### src/rtl/lim_pkg.sv
// Package: shared helpers for the feedback gain limiter.
// Assumes fixed-point values with one integer bit and the rest fraction.
package lim_pkg;

    // Decision the gain stepper takes on an accepted sample
    typedef enum logic [1:0] {
        GSTEP_HOLD    = 2'd0,
        GSTEP_ATTACK  = 2'd1,
        GSTEP_RELEASE = 2'd2
    } gstep_e;

endpackage

### src/rtl/lim_scaler.sv
// Module: lim_scaler
// Multiplies each accepted signed sample by the unsigned gain, keeps the
// floor of the product scaled by 2^-FRAC_W, and registers it with a strobe.
// Assumes gain never exceeds unity, so the result always fits DATA_W bits.
module lim_scaler #(
    parameter int DATA_W = 24
) (
    input  logic                     clk,
    input  logic                     rst_n,
    input  logic                     in_valid,
    input  logic signed [DATA_W-1:0] in_sample,
    input  logic        [DATA_W-1:0] gain,
    output logic                     out_valid,
    output logic signed [DATA_W-1:0] out_sample
);
    localparam int FRAC_W = DATA_W - 1;
    localparam int PROD_W = 2 * DATA_W + 1;

    logic signed [PROD_W-1:0] prod;

    // Full-precision signed product of sample and zero-extended gain
    always_comb begin
        prod = PROD_W'(in_sample) * PROD_W'($signed({1'b0, gain}));
    end

    // Register the scaled sample and its strobe
    always_ff @(posedge clk) begin
        if (!rst_n) begin
            out_valid  <= 1'b0;
            out_sample <= '0;
        end else begin
            out_valid <= in_valid;
            if (in_valid) begin
                out_sample <= prod[FRAC_W+DATA_W-1:FRAC_W];
            end
        end
    end


    valid_follow_chk: assert property (@(posedge clk) disable iff (!rst_n)
        in_valid |=> out_valid);

    valid_idle_chk: assert property (@(posedge clk) disable iff (!rst_n)
        !in_valid |=> !out_valid);

    out_hold_chk: assert property (@(posedge clk) disable iff (!rst_n)
        !in_valid |=> $stable(out_sample));
endmodule

### src/rtl/lim_level_smoother.sv
// Module: lim_level_smoother
// First-order softening filter on the magnitude of the limiter output:
// level = (alpha*|y| + omega*level) >> FRAC_W, saturated to DATA_W bits.
// Assumes alpha + omega is unity; other sums are saturated, not flagged.
module lim_level_smoother #(
    parameter int DATA_W = 24
) (
    input  logic                     clk,
    input  logic                     rst_n,
    input  logic                     y_valid,
    input  logic signed [DATA_W-1:0] y_sample,
    input  logic        [DATA_W-1:0] alpha,
    input  logic        [DATA_W-1:0] omega,
    output logic        [DATA_W-1:0] level
);
    localparam int FRAC_W = DATA_W - 1;
    localparam int ACC_W  = 2 * DATA_W + 1;
    localparam int NXT_W  = ACC_W - FRAC_W;

    logic [DATA_W-1:0] mag;
    logic [ACC_W-1:0]  acc;
    logic [NXT_W-1:0]  nxt;
    logic [DATA_W-1:0] nxt_sat;

    // Magnitude of the output sample; the most negative code maps to 2^FRAC_W
    always_comb begin
        mag = y_sample[DATA_W-1] ? DATA_W'(-y_sample) : DATA_W'(y_sample);
    end

    // Weighted sum of new magnitude and prior level, then rescale and clamp
    always_comb begin
        acc = ACC_W'(alpha) * ACC_W'(mag) + ACC_W'(omega) * ACC_W'(level);
        nxt = acc[ACC_W-1:FRAC_W];
        if (|nxt[NXT_W-1:DATA_W]) begin
            nxt_sat = '1;
        end else begin
            nxt_sat = nxt[DATA_W-1:0];
        end
    end

    // Level register, updated once per output sample
    always_ff @(posedge clk) begin
        if (!rst_n) begin
            level <= '0;
        end else if (y_valid) begin
            level <= nxt_sat;
        end
    end


    level_hold_chk: assert property (@(posedge clk) disable iff (!rst_n)
        !y_valid |=> $stable(level));
endmodule

### src/rtl/lim_gain_stepper.sv
// Module: lim_gain_stepper
// Holds the limiter gain. On each accepted sample it steps down by
// 2*(attack+release) when the level is strictly above the threshold,
// otherwise up by the release step; the result is clamped to [0, unity].
// Assumes the level and threshold share one linear scale.
module lim_gain_stepper #(
    parameter int DATA_W = 24
) (
    input  logic              clk,
    input  logic              rst_n,
    input  logic              in_valid,
    input  logic [DATA_W-1:0] level,
    input  logic [DATA_W-1:0] thr,
    input  logic [DATA_W-1:0] atk_val,
    input  logic [DATA_W-1:0] rel_step,
    output logic [DATA_W-1:0] gain
);
    import lim_pkg::*;

    localparam int FRAC_W = DATA_W - 1;
    localparam int EXT_W  = DATA_W + 3;
    localparam logic [EXT_W-1:0] UNITY = EXT_W'(1) << FRAC_W;

    gstep_e            decision;
    logic [EXT_W-1:0]  gain_ext;
    logic [EXT_W-1:0]  attack_step;
    logic [EXT_W-1:0]  raised;
    logic [DATA_W-1:0] gain_nxt;

    // Choose the step direction for this sample
    always_comb begin
        if (!in_valid) begin
            decision = GSTEP_HOLD;
        end else if (level > thr) begin
            decision = GSTEP_ATTACK;
        end else begin
            decision = GSTEP_RELEASE;
        end
    end

    // Compute the stepped gain with both clamps
    always_comb begin
        gain_ext    = EXT_W'(gain);
        attack_step = (EXT_W'(atk_val) + EXT_W'(rel_step)) << 1;
        raised      = gain_ext + EXT_W'(rel_step);
        gain_nxt    = gain;
        case (decision)
            GSTEP_ATTACK: begin
                if (attack_step >= gain_ext) begin
                    gain_nxt = '0;
                end else begin
                    gain_nxt = DATA_W'(gain_ext - attack_step);
                end
            end
            GSTEP_RELEASE: begin
                if (raised >= UNITY) begin
                    gain_nxt = DATA_W'(UNITY);
                end else begin
                    gain_nxt = DATA_W'(raised);
                end
            end
            default: gain_nxt = gain;
        endcase
    end

    // Gain register, unity after reset
    always_ff @(posedge clk) begin
        if (!rst_n) begin
            gain <= DATA_W'(UNITY);
        end else begin
            gain <= gain_nxt;
        end
    end


    gain_cap_chk: assert property (@(posedge clk) disable iff (!rst_n)
        EXT_W'(gain) <= UNITY);

    attack_down_chk: assert property (@(posedge clk) disable iff (!rst_n)
        (in_valid && (level > thr)) |=> (gain <= $past(gain)));

    release_up_chk: assert property (@(posedge clk) disable iff (!rst_n)
        (in_valid && !(level > thr)) |=> (gain >= $past(gain)));

    gain_hold_chk: assert property (@(posedge clk) disable iff (!rst_n)
        !in_valid |=> $stable(gain));
endmodule

### src/rtl/fb_gain_limiter.sv
// Module: fb_gain_limiter
// One band of a feedback gain limiter: scales samples by a gain register,
// measures the scaled output through a softening filter and steps the
// gain against a threshold. Assumes one sample per strobe and strobes at
// least two cycles apart for the level to include the previous output.
module fb_gain_limiter #(
    parameter int DATA_W = 24
) (
    input  logic                     clk,
    input  logic                     rst_n,
    input  logic                     in_valid,
    input  logic signed [DATA_W-1:0] in_sample,
    input  logic        [DATA_W-1:0] thr_lvl,
    input  logic        [DATA_W-1:0] soft_alpha,
    input  logic        [DATA_W-1:0] soft_omega,
    input  logic        [DATA_W-1:0] atk_val,
    input  logic        [DATA_W-1:0] rel_step,
    output logic                     out_valid,
    output logic signed [DATA_W-1:0] out_sample,
    output logic        [DATA_W-1:0] gain_out
);
    logic [DATA_W-1:0] level;

    lim_scaler #(.DATA_W(DATA_W)) u_scaler (
        .clk       (clk),
        .rst_n     (rst_n),
        .in_valid  (in_valid),
        .in_sample (in_sample),
        .gain      (gain_out),
        .out_valid (out_valid),
        .out_sample(out_sample)
    );

    lim_level_smoother #(.DATA_W(DATA_W)) u_smoother (
        .clk     (clk),
        .rst_n   (rst_n),
        .y_valid (out_valid),
        .y_sample(out_sample),
        .alpha   (soft_alpha),
        .omega   (soft_omega),
        .level   (level)
    );

    lim_gain_stepper #(.DATA_W(DATA_W)) u_stepper (
        .clk     (clk),
        .rst_n   (rst_n),
        .in_valid(in_valid),
        .level   (level),
        .thr     (thr_lvl),
        .atk_val (atk_val),
        .rel_step(rel_step),
        .gain    (gain_out)
    );
endmodule

### config.mk
export PLATFORM = sky130hd
export DESIGN_NAME = fb_gain_limiter
export DESIGN_NICKNAME = d
export VERILOG_FILES = /design/src/rtl/lim_pkg.sv /design/src/rtl/lim_scaler.sv /design/src/rtl/lim_level_smoother.sv /design/src/rtl/lim_gain_stepper.sv /design/src/rtl/fb_gain_limiter.sv
export SDC_FILE = /design/constraint.sdc
export NUM_CORES = 2
export LEC_CHECK = 0
export BUFFER_PORTS_ARGS = -buffer_cell sky130_fd_sc_hd__buf_2
export CORE_MARGIN = 2
export CORE_UTILIZATION = 67
export CTS_BUF_LIST = sky130_fd_sc_hd__clkbuf_8
export DETAILED_ROUTE_END_ITERATION = 6
export HOLD_SLACK_MARGIN = 0.1
export PLACE_DENSITY = 0.85
export SKIP_LAST_GASP = 1
export SLEW_MARGIN = 10
export SYNTH_ARGS = -nofsm -noshare
export SYNTH_HDL_FRONTEND = slang
export SYNTH_SLANG_ARGS = --single-unit
### constraint.sdc
create_clock -name clk -period 13.6 [get_ports clk]
set_clock_uncertainty 0.1 [all_clocks]
set_input_delay 1.36 -clock clk [delete_from_list [all_inputs] [get_ports clk]]
set_output_delay 1.36 -clock clk [all_outputs]
set_load 0.02 [all_outputs]
==> summary.txt <==
Drt
  • Routed vias: 46900
  • DRC errors left: 0
  • Avg Vias per Cell: 5.76
  • Wire length per cell: 19.8 um
  • DRT antenna net count: 0
  • Drt total wl: 161 mm
  • DRT Pass-1 Iters: 6
  • Starting DRC count in detailed routing: 3372

Setup path
  • Crit. End Element: flip-flop
  • Worst path bufs/invs: 6
  • Worst-path fanout max: 29
  • Delay-heaviest family, CP: adder cells
  • Crit Path Class: flip-flop to flip-flop
  • CP arrival: 11.71 ns
  • Most common cell on crit path: fa_1
  • Critical Path Max Stage Delay: 0.71 ns
  • CP startpoint kind: flip-flop
  • Slowest stage cell, crit path: and2_1
  • WP data required: 13.77 ns

Placed design
  • I/O Buffers: 195
  • Post-DP HPWL: 133 mm
  • RePlAce Congestion: 0.973

Logic synthesis
  • Compound-Gate Fraction of Synth Area: 5.30%
  • Synth async-reset ratio: 0%
  • Synthesis-stage register bit count: 73
  • Post-synthesis cell count: 6968
  • Fraction of the mapped netlist area in adder cells: 62.2%
  • Multiplexer share of the synthesized area: 0.131%
  • Post-Syn Area: 0.0622 mm^2
  • Syn Area/Cell: 8.93 um^2
  • Synth warn: 0
  • Synth cell types: 72
  • Post-synthesis xor/xnor area fraction: 1.97%
  • Post-synthesis simple-gate area fraction: 15.8%
  • Top FF cell, synth: dfxtp_1
  • Yosys top cell area share: 49.5%
  • Syn_nets: 9287
  • Seq/Total Area, Yosys: 2.35%
  • Post-synth top area cell: fa_1
  • Ranking of synthesized cells by area: fa_1, ha_1, inv_1
  • Largest family of logic cells by synthesized area: adder cells
  • EDFF count, synth: 0

Clocking
  • Clock root buffer: clkbuf_8
  • Clock Latency Late Sink: 0.45 ns
  • Sink Count: 73
  • H-tree levels: 3
  • Worst-path clk slew: 0.10 ns
  • Clk buf depth: 2
  • Post_cts resized: 0
  • CTS tree: done
  • CTS Buf Count: 9
  • Post-CTS setup buffers: 0
  • Hold Buf Count CTS: 0

Floorplan
  • Die area: 0.0953 mm^2
  • Starting Density: 67.8%
  • Die Height: 309 um
  • Core area: 0.0918 mm^2
  • Io pins: 196
  • Die width: 309 um
  • # rows: 111

STA
  • Fin crit share: 84.9%
  • Pins Over Slew Limit: 0
  • Relative slew slack: 11.9%
  • Fin crit period: 11.54 ns
  • Sum of negative setup slack: 0 ns
  • Fmax: 0.0867 GHz
  • Worst-Margin Slew: 1.32 ns
  • Unrepaired setup endpoints after global routing: no
  • Final Setup Violations: 0
  • Final hold viol count: 0
  • Worst hold slack: 0.449 ns

Global route
  • Initial antenna violation count: 14
  • First-pass GRT wire length: 266 mm
  • Gr usage total: 35.7%
  • GRT overflow: 0
  • Largest net degree at the start of global routing: 50
  • Number of global-route vias before repair: 51700

Final layout
  • NumNets Final: 9207
  • Synth-to-Final Area Change: 3.20%
  • Fill cell count: 6786
  • Share of cells above drive strength 1: 4.41%

Status
  • Outcome: finished clean

Worst hold path
  • Worst Hold Class: flip-flop to flip-flop

Flow run
  • Max Cap Viol: 0
flip-flops by register name (all words and copies together), names as in the netlist:
register / flops
u_scaler.out_sample: 24
u_smoother.level: 24
u_stepper.gain: 24
u_scaler.out_valid: 1
area by class of cell:
| class | instances | area [um^2] | area share [%] |
|---|---|---|---|
| Clock buffer | 9 | 124 | 0.193 |
| Clock inverter | 7 | 82.6 | 0.129 |
| Timing Repair Buffer | 238 | 1300 | 2.02 |
| Antenna cell | 5 | 12.5 | 0.0195 |
| Multi-Input combinational cell | 4876 | 53300 | 83.1 |
| Inverter | 1690 | 6340 | 9.88 |
| Tap cell | 1243 | 1560 | 2.42 |
| Sequential cell | 73 | 1470 | 2.28 |
routing by layer:
layer | share of wire [%] | vias up | track usage [%]
li1 | - | 20300 | -
met1 | 38 | 23600 | 45.7
met2 | 47 | 2416 | 59.2
met3 | 10 | 540 | 8.04
met4 | 4.6 | 18 | 14.2
met5 | 0.069 | - | 0
logic make-up after synthesis:
| kind of cell | after synthesis |
|---|---|
| xor gates and xnor gates | 140 |
| adders and majority gates | 2172 |
| muxes | 8 |
| buffers and inverters | 2019 |
| DFF | 73 |
| AOI/OAI and AO/OA | 519 |
| and+or+nand+nor | 2037 |
through the flow:
stage	util, %	worst slack (ns)	cell area [um^2]	std cells
finish	70.0	2.06	64200	8141
floorplan	-	3.28	62200	6968
CTS	69.9	2.19	64200	8136
detailed placement	69.7	2.24	64000	8120
global route	70.0	1.43	64200	8138
global placement	69.7	2.53	64000	8120
Yosys cell counts (6+ instances only):
cell type	instances
or3_1	6
xnor2_1	91
o41ai_1	6
mux2i_1	7
a21oi_1	154
a211o_1	7
and4_1	6
nand4_1	26
o21ai_0	125
xor2_1	49
a21o_1	74
a211oi_1	11
ha_1	634
nand2b_1	24
o21a_1	16
dfxtp_1	73
nand2_1	1098
a31oi_1	16
a21boi_0	8
nor2_1	67
fa_1	1538
o31ai_1	6
o221ai_1	11
nor2b_1	136
nor3_1	18
o21bai_1	22
inv_1	1687
nand3_1	26
and2_1	595
o211ai_1	12
a221oi_1	14
clkbuf_1	322
path summary, 6_finish.rpt:
path	startpoint	end	slack, ns	depth (start not counted)
hold reg to reg	u_stepper.gain[10]	u_stepper.gain[10]	0.45	2
setup reg to reg	u_scaler.out_sample[0]	u_smoother.level[21]	2.06	33
hold / removal	u_stepper.gain[10]	u_stepper.gain[10]	0.45	2
setup / recovery	u_scaler.out_sample[0]	u_smoother.level[21]	2.06	33
layout by cell type (no fill, tap or decap), types with 69 or more instances in the layout:
cell type / count
buf_2: 195
and2_1: 595
ha_1: 634
nand2_1: 1098
fa_1: 1538
nor2b_1: 135
a21oi_1: 154
dfxtp_1: 69
inv_1: 1687
xnor2_1: 72
a21o_1: 74
o21ai_0: 125
worst min-delay path, delay by kind of cell (launching register included):
family | cells | cell delay [ns]
DFF | 1 | 0.39
AOI/OAI and AO/OA | 2 | 0.14
Power is left out: the tool's default activity adds up to more than one toggle a clock period on the data nets, which glitch-free logic cannot reach.
